===== src/rtl/prefix_alloc_pkg.sv =====
package prefix_alloc_pkg;
  typedef enum logic [1:0] {POL_LRU, POL_FIFO, POL_RAND} repl_pol_e;
  typedef enum logic [1:0] {ST_IDLE, ST_SCAN, ST_WRITE} alloc_st_e;
endpackage


===== src/rtl/set_range_table.sv =====
module set_range_table #(
  parameter int ROWS  = 64,
  parameter int NSETS = 32,
  parameter int ROW_W = 6,
  parameter int SZ_W  = 7,
  parameter int SET_W = 5
) (
  input  logic                              clk,
  input  logic                              rst_n,
  input  logic                              we_i,
  input  logic [SET_W-1:0]                  set_i,
  input  logic [ROW_W-1:0]                  base_i,
  input  logic [SZ_W-1:0]                   size_i,
  output logic                              err_o,
  output logic                              load_o,
  output logic [NSETS-1:0][ROW_W-1:0]       base_o,
  output logic [NSETS-1:0][SZ_W-1:0]        size_o
);
  logic [NSETS-1:0][ROW_W-1:0] base_q, base_d;
  logic [NSETS-1:0][SZ_W-1:0]  size_q, size_d;
  logic err_q, err_d;
  logic [SZ_W:0] new_end;
  logic out_of_range, overlap;

  always_comb begin
    new_end      = {1'b0, {(SZ_W-ROW_W){1'b0}}, base_i} + {1'b0, size_i};
    out_of_range = new_end > (SZ_W+1)'(ROWS);
    overlap      = 1'b0;
    for (int k = 0; k < NSETS; k++) begin
      if (SET_W'(k) != set_i && size_q[k] != '0 && size_i != '0 &&
          {1'b0, {(SZ_W-ROW_W){1'b0}}, base_i} <
            {1'b0, {(SZ_W-ROW_W){1'b0}}, base_q[k]} + {1'b0, size_q[k]} &&
          {1'b0, {(SZ_W-ROW_W){1'b0}}, base_q[k]} < new_end)
        overlap = 1'b1;
    end
    load_o = we_i && !out_of_range && !overlap;
    err_d  = we_i && (out_of_range || overlap);
    base_d = base_q;
    size_d = size_q;
    if (load_o) begin
      base_d[set_i] = base_i;
      size_d[set_i] = size_i;
    end
  end

  always_ff @(posedge clk or negedge rst_n) begin
    if (!rst_n) begin
      base_q <= '0;
      size_q <= '0;
      err_q  <= 1'b0;
    end else begin
      base_q <= base_d;
      size_q <= size_d;
      err_q  <= err_d;
    end
  end

  assign base_o = base_q;
  assign size_o = size_q;
  assign err_o  = err_q;

  AST_BAD_CFG_NOT_STORED: assert property (@(posedge clk) disable iff (!rst_n)
    err_q |-> $stable(size_q)) else $error("rejected range was stored");
  AST_ERR_FROM_WRITE: assert property (@(posedge clk) disable iff (!rst_n)
    err_q |-> $past(we_i)) else $error("config error without a write");
endmodule


===== src/rtl/row_age_track.sv =====
module row_age_track #(
  parameter int ROWS  = 64,
  parameter int ROW_W = 6,
  parameter int SZ_W  = 7
) (
  input  logic                           clk,
  input  logic                           rst_n,
  input  logic                           flush_i,
  input  logic                           touch_i,
  input  logic [ROW_W-1:0]               row_i,
  input  logic [SZ_W-1:0]                lo_i,
  input  logic [SZ_W-1:0]                hi_i,
  output logic [ROWS-1:0]                occ_o,
  output logic [ROWS-1:0][ROW_W-1:0]     age_o
);
  logic [ROWS-1:0]            occ_q, occ_d;
  logic [ROWS-1:0][ROW_W-1:0] age_q, age_d;

  always_comb begin
    occ_d = occ_q;
    age_d = age_q;
    if (flush_i) begin
      occ_d = '0;
    end else if (touch_i) begin
      for (int j = 0; j < ROWS; j++) begin
        if (SZ_W'(j) >= lo_i && SZ_W'(j) < hi_i && occ_q[j] &&
            ROW_W'(j) != row_i &&
            (!occ_q[row_i] || age_q[j] < age_q[row_i]))
          age_d[j] = age_q[j] + 1'b1;
      end
      occ_d[row_i] = 1'b1;
      age_d[row_i] = '0;
    end
  end

  always_ff @(posedge clk or negedge rst_n) begin
    if (!rst_n) begin
      occ_q <= '0;
      age_q <= '0;
    end else begin
      occ_q <= occ_d;
      age_q <= age_d;
    end
  end

  assign occ_o = occ_q;
  assign age_o = age_q;

  AST_TOUCHED_IS_NEWEST: assert property (@(posedge clk) disable iff (!rst_n)
    (touch_i && !flush_i) |=> (occ_q[$past(row_i)] && age_q[$past(row_i)] == '0))
    else $error("touched row not newest");
  AST_FLUSH_EMPTIES: assert property (@(posedge clk) disable iff (!rst_n)
    flush_i |=> (occ_q == '0)) else $error("flush left rows occupied");
endmodule


===== src/rtl/alloc_lfsr.sv =====
module alloc_lfsr #(
  parameter int LW = 16
) (
  input  logic          clk,
  input  logic          rst_n,
  output logic [LW-1:0] val_o
);
  logic [LW-1:0] st_q, st_d;

  always_comb begin
    st_d = {1'b0, st_q[LW-1:1]};
    if (st_q[0]) st_d = st_d ^ LW'(16'hB400);
  end

  always_ff @(posedge clk or negedge rst_n) begin
    if (!rst_n) st_q <= LW'(1);
    else        st_q <= st_d;
  end

  assign val_o = st_q;
endmodule


===== src/rtl/prefix_row_alloc.sv =====
module prefix_row_alloc
  import prefix_alloc_pkg::*;
#(
  parameter int        ROWS   = 64,
  parameter int        NSETS  = 32,
  parameter int        KEY_W  = 32,
  parameter int        PORT_W = 4,
  parameter repl_pol_e POLICY = POL_LRU,
  localparam int ROW_W = $clog2(ROWS),
  localparam int SZ_W  = $clog2(ROWS + 1),
  localparam int SET_W = $clog2(NSETS)
) (
  input  logic              clk,
  input  logic              rst_n,
  input  logic              cfg_we,
  input  logic [SET_W-1:0]  cfg_set,
  input  logic [ROW_W-1:0]  cfg_base,
  input  logic [SZ_W-1:0]   cfg_size,
  output logic              cfg_err,
  input  logic              ins_valid,
  output logic              ins_ready,
  input  logic [SET_W-1:0]  ins_set,
  input  logic [KEY_W-1:0]  ins_key,
  input  logic [PORT_W-1:0] ins_port,
  output logic              ins_err,
  input  logic              hit_valid,
  input  logic [SET_W-1:0]  hit_set,
  input  logic [ROW_W-1:0]  hit_row,
  output logic              wr_en,
  output logic [ROW_W-1:0]  wr_row,
  output logic [KEY_W-1:0]  wr_key,
  output logic [KEY_W-1:0]  wr_care,
  output logic [PORT_W-1:0] wr_port
);
  localparam int LW = 16;

  logic rst_meta, rst_s;
  always_ff @(posedge clk or negedge rst_n) begin
    if (!rst_n) begin
      rst_meta <= 1'b0;
      rst_s    <= 1'b0;
    end else begin
      rst_meta <= 1'b1;
      rst_s    <= rst_meta;
    end
  end

  alloc_st_e st_q, st_d;
  logic [SET_W-1:0]  set_q, set_d;
  logic [KEY_W-1:0]  key_q, key_d;
  logic [PORT_W-1:0] port_q, port_d;
  logic [ROW_W-1:0]  base_q, base_d;
  logic [SZ_W-1:0]   size_q, size_d, idx_q, idx_d;
  logic              free_q, free_d, cand_ok_q, cand_ok_d, err_q, err_d;
  logic [ROW_W-1:0]  free_row_q, free_row_d, cand_q, cand_d, rnd_q, rnd_d;
  logic [ROW_W-1:0]  cand_age_q, cand_age_d, cur, victim;

  logic [NSETS-1:0][ROW_W-1:0] set_base;
  logic [NSETS-1:0][SZ_W-1:0]  set_size;
  logic [ROWS-1:0]             occ;
  logic [ROWS-1:0][ROW_W-1:0]  age;
  logic [LW-1:0]               rnd;
  logic cfg_go, cfg_load, accept, touch, hit_in_set;
  logic [ROW_W-1:0] touch_row;
  logic [SZ_W-1:0]  touch_lo, touch_hi, hit_lo, hit_hi;

  assign cfg_go    = cfg_we && st_q == ST_IDLE;
  assign ins_ready = st_q == ST_IDLE && !cfg_we;
  assign accept    = ins_valid && ins_ready;

  set_range_table #(.ROWS(ROWS), .NSETS(NSETS), .ROW_W(ROW_W), .SZ_W(SZ_W),
                    .SET_W(SET_W)) u_ranges (
    .clk(clk), .rst_n(rst_s), .we_i(cfg_go), .set_i(cfg_set), .base_i(cfg_base),
    .size_i(cfg_size), .err_o(cfg_err), .load_o(cfg_load),
    .base_o(set_base), .size_o(set_size));

  alloc_lfsr #(.LW(LW)) u_lfsr (.clk(clk), .rst_n(rst_s), .val_o(rnd));

  assign cur        = base_q + idx_q[ROW_W-1:0];
  assign hit_lo     = {{(SZ_W-ROW_W){1'b0}}, set_base[hit_set]};
  assign hit_hi     = hit_lo + set_size[hit_set];
  assign hit_in_set = {{(SZ_W-ROW_W){1'b0}}, hit_row} >= hit_lo &&
                      {{(SZ_W-ROW_W){1'b0}}, hit_row} < hit_hi;

  generate
    if (POLICY == POL_FIFO) begin : g_fifo_touch
      assign touch     = st_q == ST_WRITE;
      assign touch_row = victim;
      assign touch_lo  = {{(SZ_W-ROW_W){1'b0}}, base_q};
      assign touch_hi  = {{(SZ_W-ROW_W){1'b0}}, base_q} + size_q;
    end else begin : g_hit_touch
      assign touch     = st_q == ST_WRITE || (hit_valid && hit_in_set);
      assign touch_row = st_q == ST_WRITE ? victim : hit_row;
      assign touch_lo  = st_q == ST_WRITE ? {{(SZ_W-ROW_W){1'b0}}, base_q} : hit_lo;
      assign touch_hi  = st_q == ST_WRITE ? {{(SZ_W-ROW_W){1'b0}}, base_q} + size_q
                                          : hit_hi;
    end
  endgenerate

  row_age_track #(.ROWS(ROWS), .ROW_W(ROW_W), .SZ_W(SZ_W)) u_age (
    .clk(clk), .rst_n(rst_s), .flush_i(cfg_load), .touch_i(touch),
    .row_i(touch_row), .lo_i(touch_lo), .hi_i(touch_hi), .occ_o(occ), .age_o(age));

  generate
    if (POLICY == POL_RAND) begin : g_rand_victim
      assign victim = free_q ? free_row_q : rnd_q;
    end else begin : g_age_victim
      assign victim = free_q ? free_row_q : cand_q;
    end
  endgenerate

  always_comb begin
    st_d = st_q;  set_d = set_q;  key_d = key_q;  port_d = port_q;
    base_d = base_q;  size_d = size_q;  idx_d = idx_q;
    free_d = free_q;  free_row_d = free_row_q;
    cand_ok_d = cand_ok_q;  cand_d = cand_q;  cand_age_d = cand_age_q;
    rnd_d = rnd_q;  err_d = 1'b0;
    unique case (st_q)
      ST_IDLE: if (accept) begin
        set_d  = ins_set;  key_d = ins_key;  port_d = ins_port;
        base_d = set_base[ins_set];
        size_d = set_size[ins_set];
        idx_d  = '0;  free_d = 1'b0;  cand_ok_d = 1'b0;
        rnd_d  = set_base[ins_set] + ROW_W'(rnd % LW'(set_size[ins_set] == '0
                                                ? SZ_W'(1) : set_size[ins_set]));
        if (set_size[ins_set] == '0) err_d = 1'b1;
        else                          st_d  = ST_SCAN;
      end
      ST_SCAN: begin
        if (!occ[cur] && !free_q) begin
          free_d = 1'b1;  free_row_d = cur;
        end else if (occ[cur] && (!cand_ok_q || age[cur] > cand_age_q)) begin
          cand_ok_d = 1'b1;  cand_d = cur;  cand_age_d = age[cur];
        end
        if (idx_q == size_q - 1'b1) st_d = ST_WRITE;
        else                        idx_d = idx_q + 1'b1;
      end
      ST_WRITE: st_d = ST_IDLE;
      default:  st_d = ST_IDLE;
    endcase
  end

  always_ff @(posedge clk or negedge rst_s) begin
    if (!rst_s) begin
      st_q <= ST_IDLE;  set_q <= '0;  key_q <= '0;  port_q <= '0;
      base_q <= '0;  size_q <= '0;  idx_q <= '0;  free_q <= 1'b0;
      free_row_q <= '0;  cand_ok_q <= 1'b0;  cand_q <= '0;  cand_age_q <= '0;
      rnd_q <= '0;  err_q <= 1'b0;
    end else begin
      st_q <= st_d;  set_q <= set_d;  key_q <= key_d;  port_q <= port_d;
      base_q <= base_d;  size_q <= size_d;  idx_q <= idx_d;  free_q <= free_d;
      free_row_q <= free_row_d;  cand_ok_q <= cand_ok_d;  cand_q <= cand_d;
      cand_age_q <= cand_age_d;  rnd_q <= rnd_d;  err_q <= err_d;
    end
  end

  assign ins_err = err_q;
  assign wr_en   = st_q == ST_WRITE;
  assign wr_row  = victim;
  assign wr_care = {KEY_W{1'b1}} << set_q;
  assign wr_key  = key_q & wr_care;
  assign wr_port = port_q;

  AST_WRITE_ONE_CYCLE: assert property (@(posedge clk) disable iff (!rst_s)
    wr_en |=> !wr_en) else $error("write strobe longer than one cycle");
  AST_WRITE_IN_RANGE: assert property (@(posedge clk) disable iff (!rst_s)
    wr_en |-> (wr_row >= set_base[set_q] &&
               {{(SZ_W-ROW_W){1'b0}}, wr_row} <
               {{(SZ_W-ROW_W){1'b0}}, set_base[set_q]} + set_size[set_q]))
    else $error("write outside the set range");
  AST_ERR_NO_WRITE: assert property (@(posedge clk) disable iff (!rst_s)
    ins_err |-> (!wr_en && $past(ins_valid && ins_ready)))
    else $error("insert error without an accepted insert");
  AST_NOT_READY_WHEN_BUSY: assert property (@(posedge clk) disable iff (!rst_s)
    (accept && set_base[ins_set] == set_base[ins_set] && set_size[ins_set] != '0)
    |=> !ins_ready) else $error("ready during scan");
endmodule


===== config.mk =====
export PLATFORM = sky130hd
export DESIGN_NAME = prefix_row_alloc
export DESIGN_NICKNAME = d
export VERILOG_FILES = /design/src/rtl/prefix_alloc_pkg.sv /design/src/rtl/set_range_table.sv /design/src/rtl/row_age_track.sv /design/src/rtl/alloc_lfsr.sv /design/src/rtl/prefix_row_alloc.sv
export SDC_FILE = /design/constraint.sdc
export NUM_CORES = 2
export LEC_CHECK = 0
export CAP_MARGIN = 20
export CELL_PAD_IN_SITES_DETAIL_PLACEMENT = 1
export CELL_PAD_IN_SITES_GLOBAL_PLACEMENT = 1
export CORE_UTILIZATION = 40
export DETAILED_ROUTE_END_ITERATION = 8
export PLACE_DENSITY = 0.68
export SYNTH_ARGS = -nofsm -noshare
export SYNTH_HDL_FRONTEND = slang
export SYNTH_SLANG_ARGS = --single-unit

===== constraint.sdc =====
create_clock -name clk -period 59.2 [get_ports clk]
set_input_delay 5.92 -clock clk [delete_from_list [all_inputs] [get_ports clk]]
set_output_delay 5.92 -clock clk [all_outputs]
set_load 0.02 [all_outputs]

==> run metrics <==
Pleak 41.60 nW; Post-Layout Cell Count around 11000; Hold Crit Start rst_meta$_DFF_PN0_; Synth top area share 0.2953; top cells by area, synth dfrtp_1 30%, ha_1 15%, mux4_2 12%, mux2_2 6.2%, a21oi_1 2.9%; number of global-route vias before repair 74680; Mapped Area between 80000 and 90000 um^2; I/O pin cnt approximately 150; CTS HTree Levels 3; Num CTS Buffers 116; reg2reg path depth 21; Net Sw Power 1.335 mW; Logic pwr share 0.423; sum of negative setup slack 0 ns; # port buffers 151; grt total ovfl 0; crit share post-route 0.2267; Seq/Total Area, Yosys 0.2953; pwr dens 34.00 nW/um^2; hold endpoint rst_s$_DFF_PN0_; worst slew pin tran 1.311 ns; initial antenna violation count 17; Hold/Removal Path Class reg2reg; Commonest cells post-synth 951 x dfrtp_1, 938 x ha_1, 567 x nand2_1, 549 x nor2_1, 464 x a21oi_1; Pre-antenna DRT Iters 5; Residual DRC 0; clk_lat worst skew between 0.8 and 0.9 ns; CP Class in2reg; CTS root buf clkbuf_16; count leader, synth dfrtp_1; R2R Path End u_age.age_o[165]$_DFFE_PN0P_; max-capacitance violation count 0; Post-Route Utilization 0.4482; # setup viols final 0; ys async rst share 1.000; worst reg2reg setup slack 49.88 ns; post-route ant nets 0; largest net degree at the start of global routing 151; Die Ht 450.9 um; CP required 59.87 ns; first-pass GRT wire length 527.1 mm; Setup Fix Bufs, Post-CTS 0; Die Width 450.9 um; most area-hungry cell type in the Yosys netlist dfrtp_1; Area Growth Syn to Fin 11.14%; Routed WL 361.7 mm; Rel. slew slack 0.1242; DIE AREA a little over 200000 um^2; hpwl dp 264.4 mm; Max VDD drop 26.52 uV; family with the most delay on the worst path buffers and inverters; Sink Count between 900 and 1000; hold path depth 0; slowest CP cell buf_4; CTS clk-pin slew, worst paths 0.06 ns; commonest register cell after synthesis dfrtp_1; effective utilization at floorplan 0.4032; f_max 0.07452 GHz; Cell Int Power 1.710 mW; All-Layer GR Usage 0.3516; vias about 72000; GPL Wtd Cong between 1 and 1.5; Final Critical Period 13.42 ns; Layout Nets 8927; Max stage delay on crit path around 0.72 ns; RSZ-0062 raised after global routing false; Distinct cells, synth 111; Std-Cell Rows 164; DRT iter0 DRCs a little over 7000; CP Max Fanout 44; placed insts roughly 10000; number of warnings issued by yosys 0; Syn Inst Count 7769; most frequent CP cell buf_4; Net Sw Frac 0.4385; #FFs+latches synth 951; Worst Skew 0.05064 ns; CP arrival 14.09 ns; worst reg2reg path startpoint st_q[0]$_DFFE_PN0P_; Worst setup EP type flop; Final Hold Viols 0; outcome completed; core area around 200000 um^2; Clk pwr share 0.253; WP buf/inv 8; Avg WL per Cell about 34 um; TritonCTS clock tree done; Flop pwr share 0.324; Post-synth EDFFs 0; vias per inst ~6.8; startpoint type of the worst setup path input pin; clk buf depth 3; average size of a mapped cell 10.37 um^2; max-slew violation count 0; CTS Hold Bufs 0; layout cells sized above 1 0.1764; post-CTS sizing 0
flip-flops by register name (all words and copies together) (netlist names), 7 cells and up:
| signal | cells |
|---|---|
| u_age.age_o | 384 |
| u_ranges.base_o | 192 |
| size_q | 7 |
| u_age.occ_o | 64 |
| key_q | 32 |
| u_ranges.size_o | 224 |
| idx_q | 7 |
area by class of cell:
type                       instances  area (um^2)
fill                           22010       110300
multi-input combinational       6290        54830
sequential                       951        23800
clock buffer                     163         3343
tap                             2656         3323
timing repair buffer             352         2999
inverter                         167        629.4
clock inverter                    44        625.6
antenna                            7        17.52
cell usage in the layout, fill, tap and decap left out, types with 45 or more instances in the layout:
| master | n |
|---|---|
| nor2_1 | 549 |
| and2_1 | 58 |
| xor2_1 | 111 |
| nand4_1 | 133 |
| a211oi_1 | 66 |
| o211ai_1 | 45 |
| nand2_1 | 566 |
| nand2b_1 | 72 |
| inv_1 | 163 |
| o31ai_1 | 68 |
| or3_1 | 83 |
| nor3_1 | 123 |
| mux2_2 | 443 |
| o21bai_1 | 51 |
| and3_1 | 55 |
| mux4_2 | 446 |
| buf_4 | 201 |
| nor4_1 | 71 |
| o21a_1 | 50 |
| mux2i_1 | 228 |
| nand3_1 | 245 |
| xnor2_1 | 165 |
| ha_1 | 937 |
| clkdlybuf4s50_1 | 132 |
| dfrtp_1 | 950 |
| clkbuf_16 | 119 |
| a21oi_1 | 458 |
| a21o_1 | 253 |
| o21ai_0 | 366 |
layer usage:
layer | up-vias | wire [um] | GRT usage
met5 | - | 142 | 0
met4 | 22 | 34490 | 0.2786
met3 | 1301 | 28030 | 0.07118
met2 | 3514 | 164900 | 0.5582
met1 | 37130 | 134100 | 0.4154
li1 | 30000 | - | -
power by group through the flow:
stage | Combinational, mW | Sequential [mW] | Clock (mW)
after global routing | 1.36 | 0.990 | 0.799
after detailed placement | 1.24 | 0.985 | 0
after global placement | 1.20 | 0.980 | 0
after CTS | 1.25 | 0.974 | 0.778
after floorplan | 0.792 | 0.874 | 0
final | 1.29 | 0.988 | 0.769
worst register-to-register path: stages, from the launching register on:
cell,delay (ns)
dfrtp_1,0.44
nand2b_4,0.43
inv_4,0.26
buf_4,0.45
mux2i_4,0.35
buf_4,0.48
buf_4,0.67
buf_4,0.67
mux4_2,0.66
nand2_1,0.09
nand2_1,0.06
a21oi_1,0.47
o21ai_0,0.46
o21ai_4,0.65
buf_4,0.79
ha_1,0.44
o31ai_1,0.06
a211oi_1,0.16
nor4_1,0.54
nand3_1,0.44
or3_1,0.51
a21oi_1,0.16
worst max path at each step:
stage               startpoint                          end  slack (ns)  cells after the start
5_1_grt             hit_set[1]  u_age.age_o[40]$_DFFE_PN0P_       45.45                     26
3_3_place_gp        hit_set[1]  u_age.age_o[36]$_DFFE_PN0P_       44.85                     25
2_1_floorplan  rst_s$_DFF_PN0_        base_q[0]$_DFFE_PN0P_       30.73                      0
6_report            hit_set[1]  u_age.age_o[40]$_DFFE_PN0P_       45.78                     26
3_5_place_dp        hit_set[1]  u_age.age_o[40]$_DFFE_PN0P_       44.77                     25
4_1_cts             hit_set[1]  u_age.age_o[40]$_DFFE_PN0P_       45.61                     25
cell families (layout without fill, tap and decap cells):
logic type / Yosys count / after routing / synth area share
buffers and inverters: 529 / 726 / 0.02762
multiplexers: 1127 / 1127 / 0.2170
flip-flops: 951 / 951 / 0.2953
AND/OR/NAND/NOR: 2162 / 2162 / 0.1330
adder cells (fa/ha/maj): 974 / 974 / 0.1546
other: 1 / 9 / 0.00004653
XOR/XNOR: 283 / 283 / 0.03076
AO/OA/AOI/OAI: 1742 / 1742 / 0.1417
through the flow:
stage / setup slack, ns / hold WS [ns] / power [mW] / cell area [um^2]
CTS: 45.61 / 0.3551 / 3.006 / 89320
detailed placement: 44.77 / 0.3418 / 2.229 / 85350
global route: 45.45 / 0.3667 / 3.151 / 89550
global placement: 44.85 / 0.3377 / 2.184 / 85340
floorplan: 30.73 / 0.3312 / 1.666 / 80590
finish: 45.78 / 0.3525 / 3.045 / 89570
Note: power is estimated with default switching activity, not from simulation.
